===== src/rtl/lane_xbar_pkg.sv =====
package lane_xbar_pkg;
  localparam int NUM_LANES    = 8;
  localparam int SEL_W        = $clog2(NUM_LANES);
  localparam int NUM_SEL_REGS = NUM_LANES / 2;
  localparam int ADDR_W       = 8;
  localparam int REG_W        = 8;

  localparam logic [ADDR_W-1:0] ADDR_PAGE  = 8'h05;
  localparam logic [ADDR_W-1:0] ADDR_SEL0  = 8'h80;
  localparam logic [ADDR_W-1:0] ADDR_EN    = 8'h84;
  localparam logic [REG_W-1:0]  PAGE_LANES = 8'h04;

  typedef struct packed {
    logic [NUM_LANES-1:0][SEL_W-1:0] laneSel;
    logic [NUM_LANES-1:0]            laneEn;
  } xbar_ctrl_t;
endpackage


===== src/rtl/lane_xbar_regs.sv =====
module lane_xbar_regs
  import lane_xbar_pkg::*;
(
  input  logic              clk,
  input  logic              rst,
  input  logic              regWrEn,
  input  logic [ADDR_W-1:0] regAddr,
  input  logic [REG_W-1:0]  regWrData,
  output logic [REG_W-1:0]  regRdData,
  output xbar_ctrl_t        ctrl
);
  logic [REG_W-1:0] pageReg;
  logic [REG_W-1:0] enReg;
  logic [REG_W-1:0] selReg [NUM_SEL_REGS];
  logic             pageOk;

  assign pageOk = (pageReg == PAGE_LANES);

  always_ff @(posedge clk) begin
    if (rst) pageReg <= '0;
    else if (regWrEn && regAddr == ADDR_PAGE) pageReg <= regWrData;
  end

  always_ff @(posedge clk) begin
    if (rst) enReg <= '1;
    else if (regWrEn && pageOk && regAddr == ADDR_EN) enReg <= regWrData;
  end

  for (genvar i = 0; i < NUM_SEL_REGS; i++) begin : g_sel
    localparam logic [SEL_W-1:0] LO_RST = SEL_W'(2 * i);
    localparam logic [SEL_W-1:0] HI_RST = SEL_W'(2 * i + 1);
    localparam logic [ADDR_W-1:0] MY_ADDR = ADDR_SEL0 + ADDR_W'(i);
    logic wrHit;
    assign wrHit = regWrEn && pageOk && (regAddr == MY_ADDR);

    always_ff @(posedge clk) begin
      if (rst) selReg[i] <= {1'b0, HI_RST, 1'b0, LO_RST};
      else if (wrHit) selReg[i] <= {1'b0, regWrData[6:4], 1'b0, regWrData[2:0]};
    end

    assign ctrl.laneSel[2*i]   = selReg[i][SEL_W-1:0];
    assign ctrl.laneSel[2*i+1] = selReg[i][4 +: SEL_W];

    // a write outside the lane page leaves the register untouched
    p_page_gate_r3: assert property (@(posedge clk) disable iff (rst)
      (regWrEn && regAddr == MY_ADDR && !pageOk) |=> $stable(selReg[i]));

    // an accepted write lands in both nibbles
    p_write_lands_r4: assert property (@(posedge clk) disable iff (rst)
      (regWrEn && regAddr == MY_ADDR && pageOk) |=>
      (ctrl.laneSel[2*i] == $past(regWrData[2:0]) &&
       ctrl.laneSel[2*i+1] == $past(regWrData[6:4])));

    // identity routing right after reset
    p_reset_identity_r1: assert property (@(posedge clk) disable iff (rst)
      $past(rst) |-> (ctrl.laneSel[2*i] == LO_RST && ctrl.laneSel[2*i+1] == HI_RST));
  end

  assign ctrl.laneEn = enReg;

  always_comb begin
    regRdData = '0;
    if (regAddr == ADDR_PAGE) regRdData = pageReg;
    else if (pageOk && regAddr == ADDR_EN) regRdData = enReg;
    else if (pageOk) begin
      for (int i = 0; i < NUM_SEL_REGS; i++)
        if (regAddr == ADDR_SEL0 + ADDR_W'(i)) regRdData = selReg[i];
    end
  end

  // reserved select bits never read as one
  p_reserved_zero_r5: assert property (@(posedge clk) disable iff (rst)
    (regAddr >= ADDR_SEL0 && regAddr < ADDR_EN) |-> (regRdData[3] == 1'b0 && regRdData[7] == 1'b0));

  // all lanes enabled right after reset
  p_reset_enabled_r2: assert property (@(posedge clk) disable iff (rst)
    $past(rst) |-> (ctrl.laneEn == '1));
endmodule


===== src/rtl/lane_xbar_route.sv =====
module lane_xbar_route
  import lane_xbar_pkg::*;
#(
  parameter int DATA_W = 16
) (
  input  logic                          clk,
  input  logic                          rst,
  input  xbar_ctrl_t                    ctrl,
  input  logic [NUM_LANES*DATA_W-1:0]   laneInData,
  input  logic [NUM_LANES-1:0]          laneInValid,
  output logic [NUM_LANES*DATA_W-1:0]   laneOutData,
  output logic [NUM_LANES-1:0]          laneOutValid
);
  logic [DATA_W-1:0] inWord [NUM_LANES];

  for (genvar s = 0; s < NUM_LANES; s++) begin : g_unpack
    assign inWord[s] = laneInData[s*DATA_W +: DATA_W];
  end

  for (genvar n = 0; n < NUM_LANES; n++) begin : g_lane
    logic [SEL_W-1:0] sel;
    logic             en;
    assign sel = ctrl.laneSel[n];
    assign en  = ctrl.laneEn[n];

    always_ff @(posedge clk) begin
      if (rst) begin
        laneOutData[n*DATA_W +: DATA_W] <= '0;
        laneOutValid[n]                 <= 1'b0;
      end else begin
        laneOutData[n*DATA_W +: DATA_W] <= en ? inWord[sel] : '0;
        laneOutValid[n]                 <= en & laneInValid[sel];
      end
    end

    // a valid word only leaves an enabled lane
    p_valid_needs_en_r6: assert property (@(posedge clk) disable iff (rst)
      laneOutValid[n] |-> $past(en));

    // a disabled lane stays at zero
    p_off_lane_quiet_r6: assert property (@(posedge clk) disable iff (rst)
      $past(!en) |-> (laneOutData[n*DATA_W +: DATA_W] == '0));
  end
endmodule


===== src/rtl/lane_xbar.sv =====
module lane_xbar
  import lane_xbar_pkg::*;
#(
  parameter int DATA_W = 16
) (
  input  logic                          clk,
  input  logic                          rst,
  input  logic                          regWrEn,
  input  logic [ADDR_W-1:0]             regAddr,
  input  logic [REG_W-1:0]              regWrData,
  output logic [REG_W-1:0]              regRdData,
  input  logic [NUM_LANES*DATA_W-1:0]   laneInData,
  input  logic [NUM_LANES-1:0]          laneInValid,
  output logic [NUM_LANES*DATA_W-1:0]   laneOutData,
  output logic [NUM_LANES-1:0]          laneOutValid,
  output logic [NUM_LANES-1:0]          laneOutEn
);
  xbar_ctrl_t ctrl;

  lane_xbar_regs u_regs (
    .clk       (clk),
    .rst       (rst),
    .regWrEn   (regWrEn),
    .regAddr   (regAddr),
    .regWrData (regWrData),
    .regRdData (regRdData),
    .ctrl      (ctrl)
  );

  lane_xbar_route #(.DATA_W(DATA_W)) u_route (
    .clk          (clk),
    .rst          (rst),
    .ctrl         (ctrl),
    .laneInData   (laneInData),
    .laneInValid  (laneInValid),
    .laneOutData  (laneOutData),
    .laneOutValid (laneOutValid)
  );

  assign laneOutEn = ctrl.laneEn;
endmodule


===== config.mk =====
export PLATFORM = sky130hd
export DESIGN_NAME = lane_xbar
export DESIGN_NICKNAME = d
export VERILOG_FILES = /design/src/rtl/lane_xbar_pkg.sv /design/src/rtl/lane_xbar_regs.sv /design/src/rtl/lane_xbar_route.sv /design/src/rtl/lane_xbar.sv
export SDC_FILE = /design/constraint.sdc
export NUM_CORES = 1
export LEC_CHECK = 0
export CORE_UTILIZATION = 35
export DETAILED_ROUTE_END_ITERATION = 16
export DONT_BUFFER_PORTS = 1
export REMOVE_ABC_BUFFERS = 1
export SLEW_MARGIN = 5
export SYNTH_ARGS = -nofsm -noshare
export SYNTH_HDL_FRONTEND = slang
export SYNTH_SLANG_ARGS = --single-unit
export TNS_END_PERCENT = 30

===== constraint.sdc =====
create_clock -name clk -period 3.1 [get_ports clk]
set_input_delay 0.465 -clock clk [delete_from_list [all_inputs] [get_ports clk]]
set_output_delay 0.465 -clock clk [all_outputs]
set_load 0.01 [all_outputs]

# After elaboration in Yosys (flattened, before gate mapping)
# Memory sizes are Yosys's and may differ from the RTL's.
# Cells that the tools add are included.
[op_classes]
order_cmp = 16
eq_ne = 7
n_mux = 65
bitwise_logic = 28
reduce_logical = 16
[op_table]
columns = ["operator", "count"]
rows = [
  ["$bmux 16 s3", 8],
  ["$mux 16", 16],
  ["$mux 8", 7],
  ["$eq 8x8->1 const B", 5],
  ["$ge 4x4->1 const B", 8],
  ["$lt 3x4->1 const B", 8],
  ["$not 3->4", 8],
  ["$bmux 1 s3", 8],
  ["$mux 6", 4],
  ["$mux 1", 22],
  ["$eq 8x3->1 const B", 2],
  ["$reduce_or 2->1", 8],
  ["$and 1x1->1", 8],
  ["$logic_and 1x1->1", 8],
  ["$not 1->1", 8],
  ["$or 1x1->1", 4],
]
[word_totals]
ff_bits = 152
mem_bits_rw = 24
input_bits = 155
word_cells = 151
mem_count = 1
[mem_list]
columns = ["name", "depth", "word_bits", "read_ports", "rd_clocked_by_memory_dff", "write_ports", "line", "text"]
rows = [
  ["u_regs.selReg", 4, 6, 4, 0, 4, "lane_xbar_regs.sv:14", "logic [REG_W-1:0] selReg [NUM_SEL_REGS];"],
]

# Longest topological paths before layout
[depth]
ltp_word = 8
ltp_mapped = 6
mapped_depth_nobuf = 4

# Modules after synthesis
# From an unflattened synthesis, not the netlist that was laid out.
[hier_totals]
hier_cells = 1562
area_unflattened_um2 = 14371.3
[modules_own_cells]
columns = ["module", "instances", "cells_per_inst", "area_each_um2", "seq_area_each_um2"]
rows = [
  ["lane_xbar_route", 1, 1379, 12370.6, 2722.6],
  ["lane_xbar_regs", 1, 183, 2000.7, 1041.0],
]

# Worst setup path before layout
# OpenSTA, ideal clock, no wires.
[synth_timing]
kind = "input -> register"
from = "in regAddr[3]"
to = "mem u_regs.selReg[2][0] (netlist bit) (enable)"
setup_ps = 360
t_arrival_ps = 1721
path_slack_ps = 1019
path_stages = 5
n_path_buf = 1
path_cell_list = "nor4_1 > nand4_1 > buf_4 > or2_1 > o21bai_1"
[synth_lines]
columns = ["item", "line", "text"]
rows = [
  ["from (decl)", "lane_xbar.sv:9", "input logic [ADDR_W-1:0] regAddr,"],
  ["to (decl)", "lane_xbar_regs.sv:14", ""],
]

# Worst setup path after layout
[layout_timing]
from = "reg u_regs.pageReg[7]"
to = "out regRdData[1]"
[layout_between]
elab_chain_cells = 4
elab_cells_between_ends = 5
classes_between = "1 x eq/ne; 3 x mux; 1 x reduce/logical"
[layout_rtl]
columns = ["item", "line", "text"]
rows = [
  ["from (decl)", "lane_xbar_regs.sv:12", "logic [REG_W-1:0] pageReg;"],
  ["from (signal assigned)", "lane_xbar_regs.sv:21", "else if (regWrEn && regAddr == ADDR_PAGE) pageReg <= regWrData;"],
  ["$eq 8x3->1 *", "lane_xbar_regs.sv:17", "assign pageOk = (pageReg == PAGE_LANES);"],
  ["$mux 8 or $logic_and 1x1->1 (tied branches)", "lane_xbar_regs.sv:65, lane_xbar_regs.sv:64", ""],
  ["$mux 8 *", "lane_xbar_regs.sv:64", "else if (pageOk && regAddr == ADDR_EN) regRdData = enReg;"],
  ["$mux 8 *", "lane_xbar_regs.sv:63", "if (regAddr == ADDR_PAGE) regRdData = pageReg;"],
  ["to (decl)", "lane_xbar.sv:11", "output logic [REG_W-1:0] regRdData,"],
]
# Mark *: on every way between the ends. The rest lies on a longest branch, timed or not.

==> run metrics <==
status complete, no violations; CTS tree done; PD cells 403.1 nW/um^2; total CTS buffers 17; Total Die Area 38720 sq um; RR Startpoint u_regs.pageReg[7]; Port Buffer Count 0; share of layout cells above drive strength 1 0.3883; Hold Path Sink u_regs.pageReg[5]; synthesized cell area 13280 sq um; crit path DAT approximately 2000 ps; hold slack around 69 ps; clock sink count 176; Post-DRT Antenna Nets 0; GRT overflow 0; Mean Syn Cell Area around 14 sq um; DRT iter0 DRCs roughly 670; Final WS setup 658.4 ps; post-CTS setup buffers 0; Leakage 0.005282 uW; fmax 409.6 MHz; Final Skew around 12 ps; minimum clock period 2442 ps; Initial Utilization 0.3593; CTS resizes 0; total track usage 0.2574; Least-Margin Pin Slew 886.2 ps; Reg2Reg Setup Slack 940 ps; crit path max fanout 8; largest net degree at the start of global routing 35; worst flop-to-flop path endpoint u_regs.selReg[1][3]; number of diodes 0; Ports just over 300; dpl ws ~850 ps; Max-Cap Viols 0; Slew Limit Fails 0; Setup Viol. Count Final 0; Fin. Hold Viols 0; P&R area growth vs syn 7.029%; clock slew at reported path FFs approximately 70 ps; Worst setup EP type output pin; H-tree lvl count 4; Rel. slew slack 0.4092; startpoint types flop; crit share post-route 0.7876; setup TNS 0 ps; most frequent cells in the layout mux4_2 (277), dfxtp_1 (152), nor2_1 (138); share of the yosys chip area belonging to registers 0.2834; RSZ-0062 raised after global routing false; clk root buf clkbuf_16; R2R cell count 5; Cells after Synth 960; HP Start rst; global placement routability congestion 0.8560; Cells after DPL 1376; Worst Path Required between 2000 and 3000 ps; DRC 0; Hold Buf Count CTS 0; Final #Nets 1046; final non-filler cell total 1408; Vias between 9000 and 10000; Routed WL 49020 um; clock latency on the worst-skew pair 460 ps; maximum vdd ir drop about 0.38 mV; vias in the first global route roughly 9600; post-synth top area cell mux4_2; wire per inst 34.81 um; core area 36960 sq um; fillcell total 3504; Setup Crit Path Kind flop to output pin; synthesis-stage register bit count 176; Synth top area share 0.4698; clk buf depth 2; row count 70; WHS Path Cells 1; most common cell after layout, fill and taps aside mux4_2; initial antenna violation count 0; Die Span Y 196.8 um; count of cell types in the netlist 33; first-pass GRT wire length 70910 um; vias per std cell 6.675; hpwl dp about 30000 um; DR pass1 iterations 4; worst hold path type primary input to flop; top post-synthesis cells by area mux4_2 (47%), dfxtp_1 (23%), mux2i_1 (10%); Die Width 196.8 um; synth warn 0
==> worst max-delay path, stage by stage (launching register included) <==
cell,delay (ps)
dfxtp_1,350
nor4b_4,330
nand3_1,110
nor2_1,420
a221o_1,310
==> synthesized netlist by cell type <==
master    instances
buf_4            11
buf_6             1
o21bai_1          4
nor3_2            2
dfxtp_1         152
edfxtp_1         24
and2_1           13
a22o_1            2
nor2b_1           7
nor4b_2           1
mux2i_1         137
nand4_1           1
nor4_1            1
mux4_2          277
nand2_1          11
a21boi_1          8
a21oi_1           8
a221o_1           6
and4_1            1
nand3_1          10
or2_1             1
buf_2            44
nand2b_1         23
nor3_4            3
nor2_1          138
a311o_1           8
buf_1            16
nor4b_4           2
clkbuf_1         44
a211oi_1          1
inv_2             1
nor4_4            1
a311oi_1          1
==> report_power, final <==
group / total [uW] / internal [uW] / switching [uW] / leakage, uW
clock network: 2360 / 1320 / 1040 / 0.000292
registers: 2570 / 2440 / 131 / 0.00147
logic: 803 / 483 / 321 / 0.00352
total: 5730 / 4240 / 1490 / 0.00528
==> flip-flops by register name, indices dropped and copies added (netlist names) <==
register,count
u_regs.enReg,8
u_regs.selReg,24
u_regs.pageReg,8
u_route.laneOutValid,8
u_route.laneOutData,128
==> per-layer routing <==
metal / vias up / track usage / share of wire
met5: - / 0 / 0
met3: 56 / 0.09240 / 0.11
met4: 0 / 0.07465 / 0.021
met1: 5059 / 0.3301 / 0.39
li1: 3745 / - / -
met2: 538 / 0.4082 / 0.48
==> logic make-up after synthesis <==
family | after synthesis | synth area share
flip-flops | 176 | 0.2834
buffers and inverters | 117 | 0.04089
multiplexers | 414 | 0.5731
AO/OA/AOI/OAI | 38 | 0.02290
AND/OR/NAND/NOR | 215 | 0.07972
==> cell type report <==
cell class                 count  area (sq um)  area share
inverter                       1         3.754   0.0002641
clock buffer                  20         457.9     0.03222
sequential                   176          3764      0.2648
multi-input combinational    667          8992      0.6327
clock inverter                12         153.9     0.01083
timing repair buffer          28         210.2     0.01479
tap                          504         630.6     0.04437
==> per-stage QoR <==
step	power (uW)	area, sq um	util
after detailed placement	3428	13600	0.3680
after global placement	3419	13600	0.3680
after floorplan	3228	12740	-
after CTS	5770	14210	0.3845
after global routing	5921	14210	0.3845
final	5729	14210	0.3845
==> how the worst max path moves through the flow <==
| stage | end | start | cells past startpoint |
|---|---|---|---|
| finish | regRdData[1] | u_regs.pageReg[7] | 4 |
| global route | regRdData[2] | u_regs.pageReg[7] | 4 |
| CTS | regRdData[0] | u_regs.pageReg[7] | 4 |
| detailed placement | u_regs.selReg[1][3] | regAddr[3] | 5 |
| global placement | u_regs.selReg[1][3] | regAddr[3] | 5 |
| floorplan | regRdData[0] | u_regs.selReg[2][0] | 3 |
Power figures use the tool's default switching activity.
